[src/rtl/irq_arb_pkg.sv]
package irq_arb_pkg;

  typedef enum logic [2:0] {
    KIND_NONE  = 3'd0,
    KIND_SMI   = 3'd1,
    KIND_NMI   = 3'd2,
    KIND_INIT  = 3'd3,
    KIND_EXT   = 3'd4,
    KIND_FIXED = 3'd5
  } svcKind_e;

  localparam logic [2:0] MODE_FIXED  = 3'd0;
  localparam logic [2:0] MODE_LOWEST = 3'd1;
  localparam logic [2:0] MODE_SMI    = 3'd2;
  localparam logic [2:0] MODE_NMI    = 3'd4;
  localparam logic [2:0] MODE_INIT   = 3'd5;
  localparam logic [2:0] MODE_EXT    = 3'd7;

  // special slot index doubles as service order
  localparam int SPEC_N    = 4;
  localparam int SPEC_SMI  = 0;
  localparam int SPEC_NMI  = 1;
  localparam int SPEC_INIT = 2;
  localparam int SPEC_EXT  = 3;

  typedef struct packed {
    logic              setReq;
    logic [SPEC_N-1:0] setSpec;
    logic              ackReg;
    logic [SPEC_N-1:0] clrSpec;
    logic              eoi;
  } arbStrobe_t;

endpackage

[src/rtl/irq_top_bit.sv]
module irq_top_bit #(
  parameter int N = 256,
  parameter int W = $clog2(N)
) (
  input  logic [N-1:0] vecBits,
  output logic [W-1:0] top
);
  // highest set index; zero when nothing is set
  always_comb begin
    top = '0;
    for (int i = 0; i < N; i++) begin
      if (vecBits[i]) top = W'(i);
    end
  end
endmodule

[src/rtl/irq_arb_dp.sv]
module irq_arb_dp
  import irq_arb_pkg::*;
#(
  parameter int VEC_W = 8
) (
  input  logic                          clk,
  input  logic                          rstN,
  input  arbStrobe_t                    strobe,
  input  logic [VEC_W-1:0]              reqVector,
  input  logic                          reqLevel,
  output logic [VEC_W-1:0]              irrTop,
  output logic [VEC_W-1:0]              isrTop,
  output logic                          topLevel,
  output logic [SPEC_N-1:0]             specPend,
  output logic [SPEC_N-1:0][VEC_W-1:0]  specVec
);
  localparam int NUM_VEC = 1 << VEC_W;
  localparam logic [NUM_VEC-1:0] ONE = NUM_VEC'(1);

  logic [NUM_VEC-1:0] irr, isr, tmr;
  logic [NUM_VEC-1:0] reqMask, ackMask, eoiMask;
  logic reqFresh;

  irq_top_bit #(.N(NUM_VEC), .W(VEC_W)) u_irrEnc (.vecBits(irr), .top(irrTop));
  irq_top_bit #(.N(NUM_VEC), .W(VEC_W)) u_isrEnc (.vecBits(isr), .top(isrTop));

  assign reqFresh = strobe.setReq && !irr[reqVector];
  assign reqMask  = reqFresh ? (ONE << reqVector) : '0;
  assign ackMask  = strobe.ackReg ? (ONE << irrTop) : '0;
  assign eoiMask  = strobe.eoi ? (ONE << isrTop) : '0;
  assign topLevel = tmr[irrTop];

  always_ff @(posedge clk) begin
    if (!rstN) begin
      irr <= '0;
      isr <= '0;
      tmr <= '0;
    end else begin
      irr <= (irr & ~ackMask) | reqMask;
      isr <= (isr & ~eoiMask) | ackMask;
      if (reqFresh) tmr[reqVector] <= reqLevel;
    end
  end

  for (genvar k = 0; k < SPEC_N; k++) begin : g_spec
    always_ff @(posedge clk) begin
      if (!rstN) begin
        specPend[k] <= 1'b0;
        specVec[k]  <= '0;
      end else if (strobe.clrSpec[k]) begin
        specPend[k] <= 1'b0;
      end else if (strobe.setSpec[k]) begin
        specPend[k] <= 1'b1;
        specVec[k]  <= reqVector;
      end
    end
  end
endmodule

[src/rtl/irq_arb_ctrl.sv]
module irq_arb_ctrl
  import irq_arb_pkg::*;
#(
  parameter int VEC_W = 8
) (
  input  logic                          reqValid,
  input  logic [2:0]                    reqMode,
  input  logic                          intrEnable,
  input  logic [VEC_W-1:0]              taskPriority,
  input  logic                          ack,
  input  logic                          eoi,
  input  logic [VEC_W-1:0]              irrTop,
  input  logic [VEC_W-1:0]              isrTop,
  input  logic                          topLevel,
  input  logic [SPEC_N-1:0]             specPend,
  input  logic [SPEC_N-1:0][VEC_W-1:0]  specVec,
  output arbStrobe_t                    strobe,
  output logic                          intPending,
  output logic [VEC_W-1:0]              svcVector,
  output svcKind_e                      svcKind,
  output logic                          svcLevel
);
  localparam int CLS_LO = VEC_W - 4;

  logic regularOk, take;
  logic [SPEC_N-1:0] modeHit;

  assign regularOk = intrEnable && (irrTop > isrTop) &&
                     (irrTop[VEC_W-1:CLS_LO] > taskPriority[VEC_W-1:CLS_LO]);

  always_comb begin
    svcKind   = KIND_NONE;
    svcVector = '0;
    if (specPend[SPEC_SMI]) begin
      svcKind = KIND_SMI;   svcVector = specVec[SPEC_SMI];
    end else if (specPend[SPEC_NMI]) begin
      svcKind = KIND_NMI;   svcVector = specVec[SPEC_NMI];
    end else if (specPend[SPEC_INIT]) begin
      svcKind = KIND_INIT;  svcVector = specVec[SPEC_INIT];
    end else if (intrEnable && specPend[SPEC_EXT]) begin
      svcKind = KIND_EXT;   svcVector = specVec[SPEC_EXT];
    end else if (regularOk) begin
      svcKind = KIND_FIXED; svcVector = irrTop;
    end
  end

  assign intPending = (svcKind != KIND_NONE);
  assign svcLevel   = (svcKind == KIND_FIXED) && topLevel;
  assign take       = ack && intPending;

  always_comb begin
    modeHit = '0;
    case (reqMode)
      MODE_SMI:  modeHit[SPEC_SMI]  = 1'b1;
      MODE_NMI:  modeHit[SPEC_NMI]  = 1'b1;
      MODE_INIT: modeHit[SPEC_INIT] = 1'b1;
      MODE_EXT:  modeHit[SPEC_EXT]  = 1'b1;
      default:   modeHit = '0;
    endcase
  end

  always_comb begin
    strobe         = '0;
    strobe.setReq  = reqValid && (reqMode == MODE_FIXED || reqMode == MODE_LOWEST);
    strobe.setSpec = (reqValid ? modeHit : '0) & ~specPend;
    strobe.ackReg  = take && (svcKind == KIND_FIXED);
    strobe.clrSpec[SPEC_SMI]  = take && (svcKind == KIND_SMI);
    strobe.clrSpec[SPEC_NMI]  = take && (svcKind == KIND_NMI);
    strobe.clrSpec[SPEC_INIT] = take && (svcKind == KIND_INIT);
    strobe.clrSpec[SPEC_EXT]  = take && (svcKind == KIND_EXT);
    strobe.eoi     = eoi;
  end
endmodule

[src/rtl/irq_accept_arb.sv]
module irq_accept_arb
  import irq_arb_pkg::*;
#(
  parameter int VEC_W = 8
) (
  input  logic             clk,
  input  logic             rstN,
  input  logic             reqValid,
  input  logic [VEC_W-1:0] reqVector,
  input  logic [2:0]       reqMode,
  input  logic             reqLevel,
  input  logic             intrEnable,
  input  logic [VEC_W-1:0] taskPriority,
  input  logic             ack,
  input  logic             eoi,
  output logic             intPending,
  output logic [VEC_W-1:0] svcVector,
  output logic [2:0]       svcKind,
  output logic             svcLevel
);
  arbStrobe_t                   strobe;
  logic [VEC_W-1:0]             irrTop, isrTop;
  logic                         topLevel;
  logic [SPEC_N-1:0]            specPend;
  logic [SPEC_N-1:0][VEC_W-1:0] specVec;
  svcKind_e                     kindSel;

  irq_arb_dp #(.VEC_W(VEC_W)) u_dp (
    .clk(clk), .rstN(rstN), .strobe(strobe),
    .reqVector(reqVector), .reqLevel(reqLevel),
    .irrTop(irrTop), .isrTop(isrTop), .topLevel(topLevel),
    .specPend(specPend), .specVec(specVec)
  );

  irq_arb_ctrl #(.VEC_W(VEC_W)) u_ctrl (
    .reqValid(reqValid), .reqMode(reqMode), .intrEnable(intrEnable),
    .taskPriority(taskPriority), .ack(ack), .eoi(eoi),
    .irrTop(irrTop), .isrTop(isrTop), .topLevel(topLevel),
    .specPend(specPend), .specVec(specVec), .strobe(strobe),
    .intPending(intPending), .svcVector(svcVector),
    .svcKind(kindSel), .svcLevel(svcLevel)
  );

  assign svcKind = kindSel;
endmodule

[config.mk]
export PLATFORM = sky130hd
export DESIGN_NAME = irq_accept_arb
export DESIGN_NICKNAME = d
export VERILOG_FILES = /design/src/rtl/irq_arb_pkg.sv /design/src/rtl/irq_top_bit.sv /design/src/rtl/irq_arb_dp.sv /design/src/rtl/irq_arb_ctrl.sv /design/src/rtl/irq_accept_arb.sv
export SDC_FILE = /design/constraint.sdc
export NUM_CORES = 2
export LEC_CHECK = 0
export ABC_AREA = 1
export BUFFER_PORTS_ARGS = -buffer_cell sky130_fd_sc_hd__clkbuf_2
export CORE_UTILIZATION = 24
export DETAILED_ROUTE_END_ITERATION = 16
export PLACE_DENSITY = 0.4
export REMOVE_ABC_BUFFERS = 1
export SYNTH_ARGS = -nofsm -noshare
export SYNTH_HDL_FRONTEND = slang
export SYNTH_SLANG_ARGS = --single-unit
[constraint.sdc]
create_clock -name clk -period 35.9 [get_ports clk]
set_input_delay 5.385 -clock clk [delete_from_list [all_inputs] [get_ports clk]]
set_output_delay 5.385 -clock clk [all_outputs]
set_load 0.02 [all_outputs]
[Word-level counts from Yosys, hierarchy flattened]
Cells that the tools add are included.
Cells by class
  muxes and demuxes: 535
  $add $sub $neg: 0
  reductions and logical operators: 25
  equality and inequality tests: 10
  multipliers: 0
  bitwise logic cells: 13
  shift operators: 3
  order comparisons: 5
  divide/modulo/power cells: 0
Operators with widths (number)
  two-way mux 8 bit: 513
  two-way mux 256 bit: 3
  << shifter 1 x 8 -> 256 bit, first input constant: 3
  bitwise AND 256 bit: 2
  NOT 256 bit: 2
  OR 256 bit: 2
  bitwise mux 256 bit: 1
  less-than comparator 8 x 9 -> 1 bit, second input constant: 2
  binary-select mux 1 bit (select 8 bit): 2
  == test 3 bit, second input constant: 5
  two-way mux 3 bit: 5
  logical AND 1 bit: 13
  == test 3 x 2 -> 1 bit, second input constant: 3
  two-way mux 1 bit: 9
  demux 1 bit (select 8 bit): 1
  >= comparator 8 x 1 -> 1 bit, second input constant: 1
  > comparator 8 bit: 1
  AND reduction 2 bit: 4
  OR reduction 2 bit: 4
  == test 3 x 1 -> 1 bit, second input constant: 2
  NOT 1 bit: 5
  bitwise AND 4 bit: 1
  > comparator 4 bit: 1
  two-way mux 4 bit: 1
  5 further kinds: 5
Word-level totals
  bits in latches: 0
  register bits after elaboration: 804
  input port bits: 26
  memory bits (writable): 0
  memories: 0
  memory bits (read-only): 0

[Depth between registers and ports, before layout]
  depth after elaboration: 270
  gate-level depth with buffers: 273
  mapped depth without buffers: 271

[By module]
Synthesis repeated with hierarchy kept, for this count alone.
Unflattened totals
  cells, all modules: 7861
  area, all modules: 47416.7 um^2
Modules (own cells, without submodules)
  irq_arb_dp: cells each 5767, area an instance 37648.6 um^2, seq. area each 16095.4 um^2, instances 1
  irq_top_bit: cells each 951, area an instance 4390.5 um^2, seq. area each 0.0 um^2, instances 2
  irq_arb_ctrl: cells each 192, area an instance 987.2 um^2, seq. area each 0.0 um^2, instances 1

[Least setup slack after synthesis]
OpenSTA, ideal clock, no wires.
  path kind: register to output
  start: register u_dp.isr[3]
  end: output svcLevel
  cell stages (with the launch flop): 261
  buffers on the path: 0
  arrival time: 12.912 ns
  slack: 17.603 ns
  cell sequence: dfxtp_1 > o21bai_1 > a21oi_1 > o21ai_0 > a21oi_1 > o21ai_0 > nand2_1 > a21oi_1 > o21ba_2 > o21bai_1 > nand2_1 > nand2_1 > nand2_1 > nand2_1 > nand2_1 > nand2_1 > nand2_1 > nand2_1 > [... 225 more ...] > nand2_1 > nand2_1 > nand2_1 > nand2_1 > ha_1 > inv_1 > a21oi_1 > o21a_1 > o221ai_1 > o31a_1 > o2111ai_1 > nor2_1 > inv_1 > nand3_1 > nand2_1 > inv_1 > nand2_1 > nor2_1
On the way
  longest elaborated chain between the ends: 263
Ends and longest elaborated chain
  start: declaration: line irq_arb_dp.sv:20  | logic [NUM_VEC-1:0] irr, isr, tmr;
  start signal: assignment: line irq_arb_dp.sv:40  | isr <= (isr & ~eoiMask) | ackMask;
  two-way mux 8 bit (253 in series): line irq_top_bit.sv:12  | if (vecBits[i]) top = W'(i);
  > comparator 8 bit: line irq_arb_ctrl.sv:28  | assign regularOk = intrEnable && (irrTop > isrTop) &&
  logical AND 1 bit (2 in series): line irq_arb_ctrl.sv:28
  two-way mux 3 bit: line irq_arb_ctrl.sv:42  | end else if (regularOk) begin
  two-way mux 3 bit: line irq_arb_ctrl.sv:40  | end else if (intrEnable && specPend[SPEC_EXT]) begin
  two-way mux 3 bit: line irq_arb_ctrl.sv:38  | end else if (specPend[SPEC_INIT]) begin
  two-way mux 3 bit: line irq_arb_ctrl.sv:36  | end else if (specPend[SPEC_NMI]) begin
  two-way mux 3 bit: line irq_arb_ctrl.sv:34  | if (specPend[SPEC_SMI]) begin
  == test 3 bit: line irq_arb_ctrl.sv:48  | assign svcLevel = (svcKind == KIND_FIXED) && topLevel;
  logical AND 1 bit: line irq_arb_ctrl.sv:48
  end: declaration: line irq_accept_arb.sv:19  | output logic svcLevel
No other way between the ends.

[Final worst setup path]
  start: register u_dp.irr[3]
  end: output svcLevel
On the way
  longest elaborated chain between the ends: 263
Ends and longest elaborated chain
  start: declaration: line irq_arb_dp.sv:20
  start signal: assignment: line irq_arb_dp.sv:39  | irr <= (irr & ~ackMask) | reqMask;
  two-way mux 8 bit * (253 in series): line irq_top_bit.sv:12
  > comparator 8 bit: line irq_arb_ctrl.sv:28
  logical AND 1 bit (2 in series): line irq_arb_ctrl.sv:28
  two-way mux 3 bit: line irq_arb_ctrl.sv:42
  two-way mux 3 bit: line irq_arb_ctrl.sv:40
  two-way mux 3 bit: line irq_arb_ctrl.sv:38
  two-way mux 3 bit: line irq_arb_ctrl.sv:36
  two-way mux 3 bit: line irq_arb_ctrl.sv:34
  == test 3 bit: line irq_arb_ctrl.sv:48
  logical AND 1 bit *: line irq_arb_ctrl.sv:48
Mark *: on every way between the ends. The rest lies on a longest branch, timed or not. The select of a mux whose other input is x is not followed.

==> impl_results.md <==
* RSZ-0062 raised after global routing: no
* Tot Pwr at 0.00217 W
* Post-synth EDFFs at 0
* Effective utilization at floorplan at 0.242
* Area grow syn2layout at 14.5%
* Synth top cells by count: nand2_1 (1,487), nor2_1 (1,122), dfxtp_1 (803)
* Avg WL per Cell at 27.6 microns
* Period Utilization, post-route at 0.767
* Worst path most repeated cell: nand2_1
* Post-route ant nets at 0
* Most numerous cell in the Yosys netlist: nand2_1
* Critical-path top delay cell: nand2_4
* Unique cell type count in the Yosys netlist at 46
* Final setup TNS at 0 ns
* Final nets at 6,637
* Crit Path Category: flop to primary output
* Clk buf depth at 3
* Iter 0 DRT Violations at 5,695
* Max incr delay on CP at 0.60 ns
* Layout cell share with drive strength beyond 1 at 0.0560
* Die width at 422 microns
* DR pass1 iterations at 6
* Share of the synthesized area in the top cell type at 0.380
* Site Rows at 153
* Clock period minus worst slack at 27.54 ns
* Vias in the first global route at 43,000
* Grt met2 use at 0.412
* CP startpoint kind: flop
* Status: finished, violations left
* Clk_lat worst skew at 0.77 ns
* Asr flop ratio synth at 0
* CP required at 30.51 ns
* Clock slew at reported path FFs at 0.06 ns
* Clock tree sinks at 803
* Largest net degree at the start of global routing at 166
* Vias per cell at 5.20
* Hpwl dp at 172 mm
* Root buffer cell: clkbuf_16
* Core Region at 174,000 sq um
* CTS Hold Bufs at 0
* CP Max Fanout at 24
* Synthesized area per cell at 6.28 sq um
* Leak Pwr at 18.2 nW
* TritonCTS clock tree: yes
* Clock skew at 0.0440 ns
* Post-synthesis instance total at 6,727
* Routability congestion estimate from global placement at 1.05
* Die Height at 422 microns
* Cts bufs inserted at 104
* Synth warn at 0
* Pwr dens at 44.8 nW/um^2
* #FFs+latches synth at 803
* Global route total overflow at 0
* Final setup fails at 0
* Top post-synthesis cells by area: dfxtp_1 (38%), nand2_1 (13%), nor2_1 (10%)
* Sequential share of the synthesized area at 0.380
* Die area at 178,000 sq um
* Ys flop type: dfxtp_1
* Slew Limit Fails at 3
* Routed WL at 248 mm
* Maxcap violations at 1
* CTS resizes at 0
* Initial antenna violation count at 20
* Hold_ws at 0.440 ns
* DR vias at 46,900
* Most Used Layer, Global Route: met2
* Drt drc at 0
* Final hold vios at 0
* Max-slew headroom at -0.00984
* CTS HTree Levels at 3
* Met1 GRT Util at 0.366
* Mapped cell area at 42,300 sq um
* Hold crit path type: flop to flop
* Crit path DAT at 22.16 ns
* PortBufs at 34
* I/O pin cnt at 39
* Failing checks: max-capacitance violations, max-slew violations
* Post-CTS setup buffers at 0
* First-pass GRT wire length at 340 mm
* Slew @ Worst Pin at 1.50 ns
* Fmax at 0.0363 GHz
* Met3 GRT Util at 0.0550
* Final Core Density at 0.277
* Peak VDD IR at 0.0404 mV
* Synth area leader: dfxtp_1
* Critical Path End Type: primary output
* Overall global routing resource usage at 0.270
area by class of cell:
type	count	area (sq um)
diodes	6	15.0
inverters	787	2970
multi-input cells	4777	22000
well taps	2325	2910
clock buffers	153	3090
flip-flops and latches	803	16100
clock inverters	37	360
repair buffers	126	913
fillers	19500	126000
sequential cells by signal (all words and copies together), names as in the netlist:
| register | flops |
|---|---|
| u_dp.irr | 256 |
| u_dp.isr | 255 |
| u_dp.specPend | 4 |
| u_dp.specVec | 32 |
| u_dp.tmr | 256 |
placed cells by master, fill, tap and decap left out, types with 12 or more instances in the layout:
cell / n
nand2_1: 1482
nor2_1: 1109
dfxtp_1: 803
inv_1: 745
a21oi_1: 655
o21ai_0: 479
nand3_1: 296
nor3_1: 219
a211oi_1: 181
o22ai_1: 116
clkbuf_16: 105
buf_4: 89
nand4_1: 51
clkbuf_2: 33
nand3b_1: 28
clkbuf_8: 28
inv_2: 27
clkinv_2: 22
clkbuf_1: 20
o221ai_1: 19
nor4_1: 18
o211ai_1: 14
ha_1: 12
cells by family after synthesis:
kind of cell / after synthesis / synth area share
AOI/OAI and AO/OA: 1522 / 0.200
adders and majority gates: 12 / 0.00355
buffers and inverters: 1147 / 0.103
DFF: 803 / 0.380
and+or+nand+nor: 3243 / 0.313
worst paths after layout:
path,end,slack (ns),startpoint,depth (start not counted)
max,svcLevel,8.36,u_dp.irr[3],269
min,u_dp.tmr[244],0.44,u_dp.tmr[244],2
max reg2reg,u_dp.irr[79],14.00,u_dp.irr[3],266
min reg2reg,u_dp.tmr[244],0.44,u_dp.tmr[244],2
worst max-delay path: cells and delay by family, from the launching register on:
| kind | cells | cell delay, ns |
|---|---|---|
| and+or+nand+nor | 263 | 19.01 |
| DFF | 1 | 0.37 |
| buffers and inverters | 6 | 1.73 |
routing by layer:
layer / vias up / wire [microns]
met5: - / 54
met4: 8 / 12000
met3: 393 / 21800
met2: 2145 / 107000
met1: 22600 / 108000
li1: 21800 / -
metrics by stage:
stage | instance area [sq um] | cells | worst slack, ns
after floorplan | 40900 | 6367 | 17.54
after global placement | 44900 | 8818 | 8.86
after detailed placement | 44900 | 8818 | 9.66
after CTS | 48400 | 9008 | 8.75
after global routing | 48400 | 9008 | 6.19
final | 48400 | 9014 | 8.36
where the power goes:
| part | internal [W] | switching, W | total, W |
|---|---|---|---|
| sequential | 0.000893 | 0.000000965 | 0.000894 |
| combinational | 0.0000305 | 0.000161 | 0.000192 |
| clock | 0.000623 | 0.000457 | 0.00108 |
No activity file was read; power rests on OpenSTA's default activity.
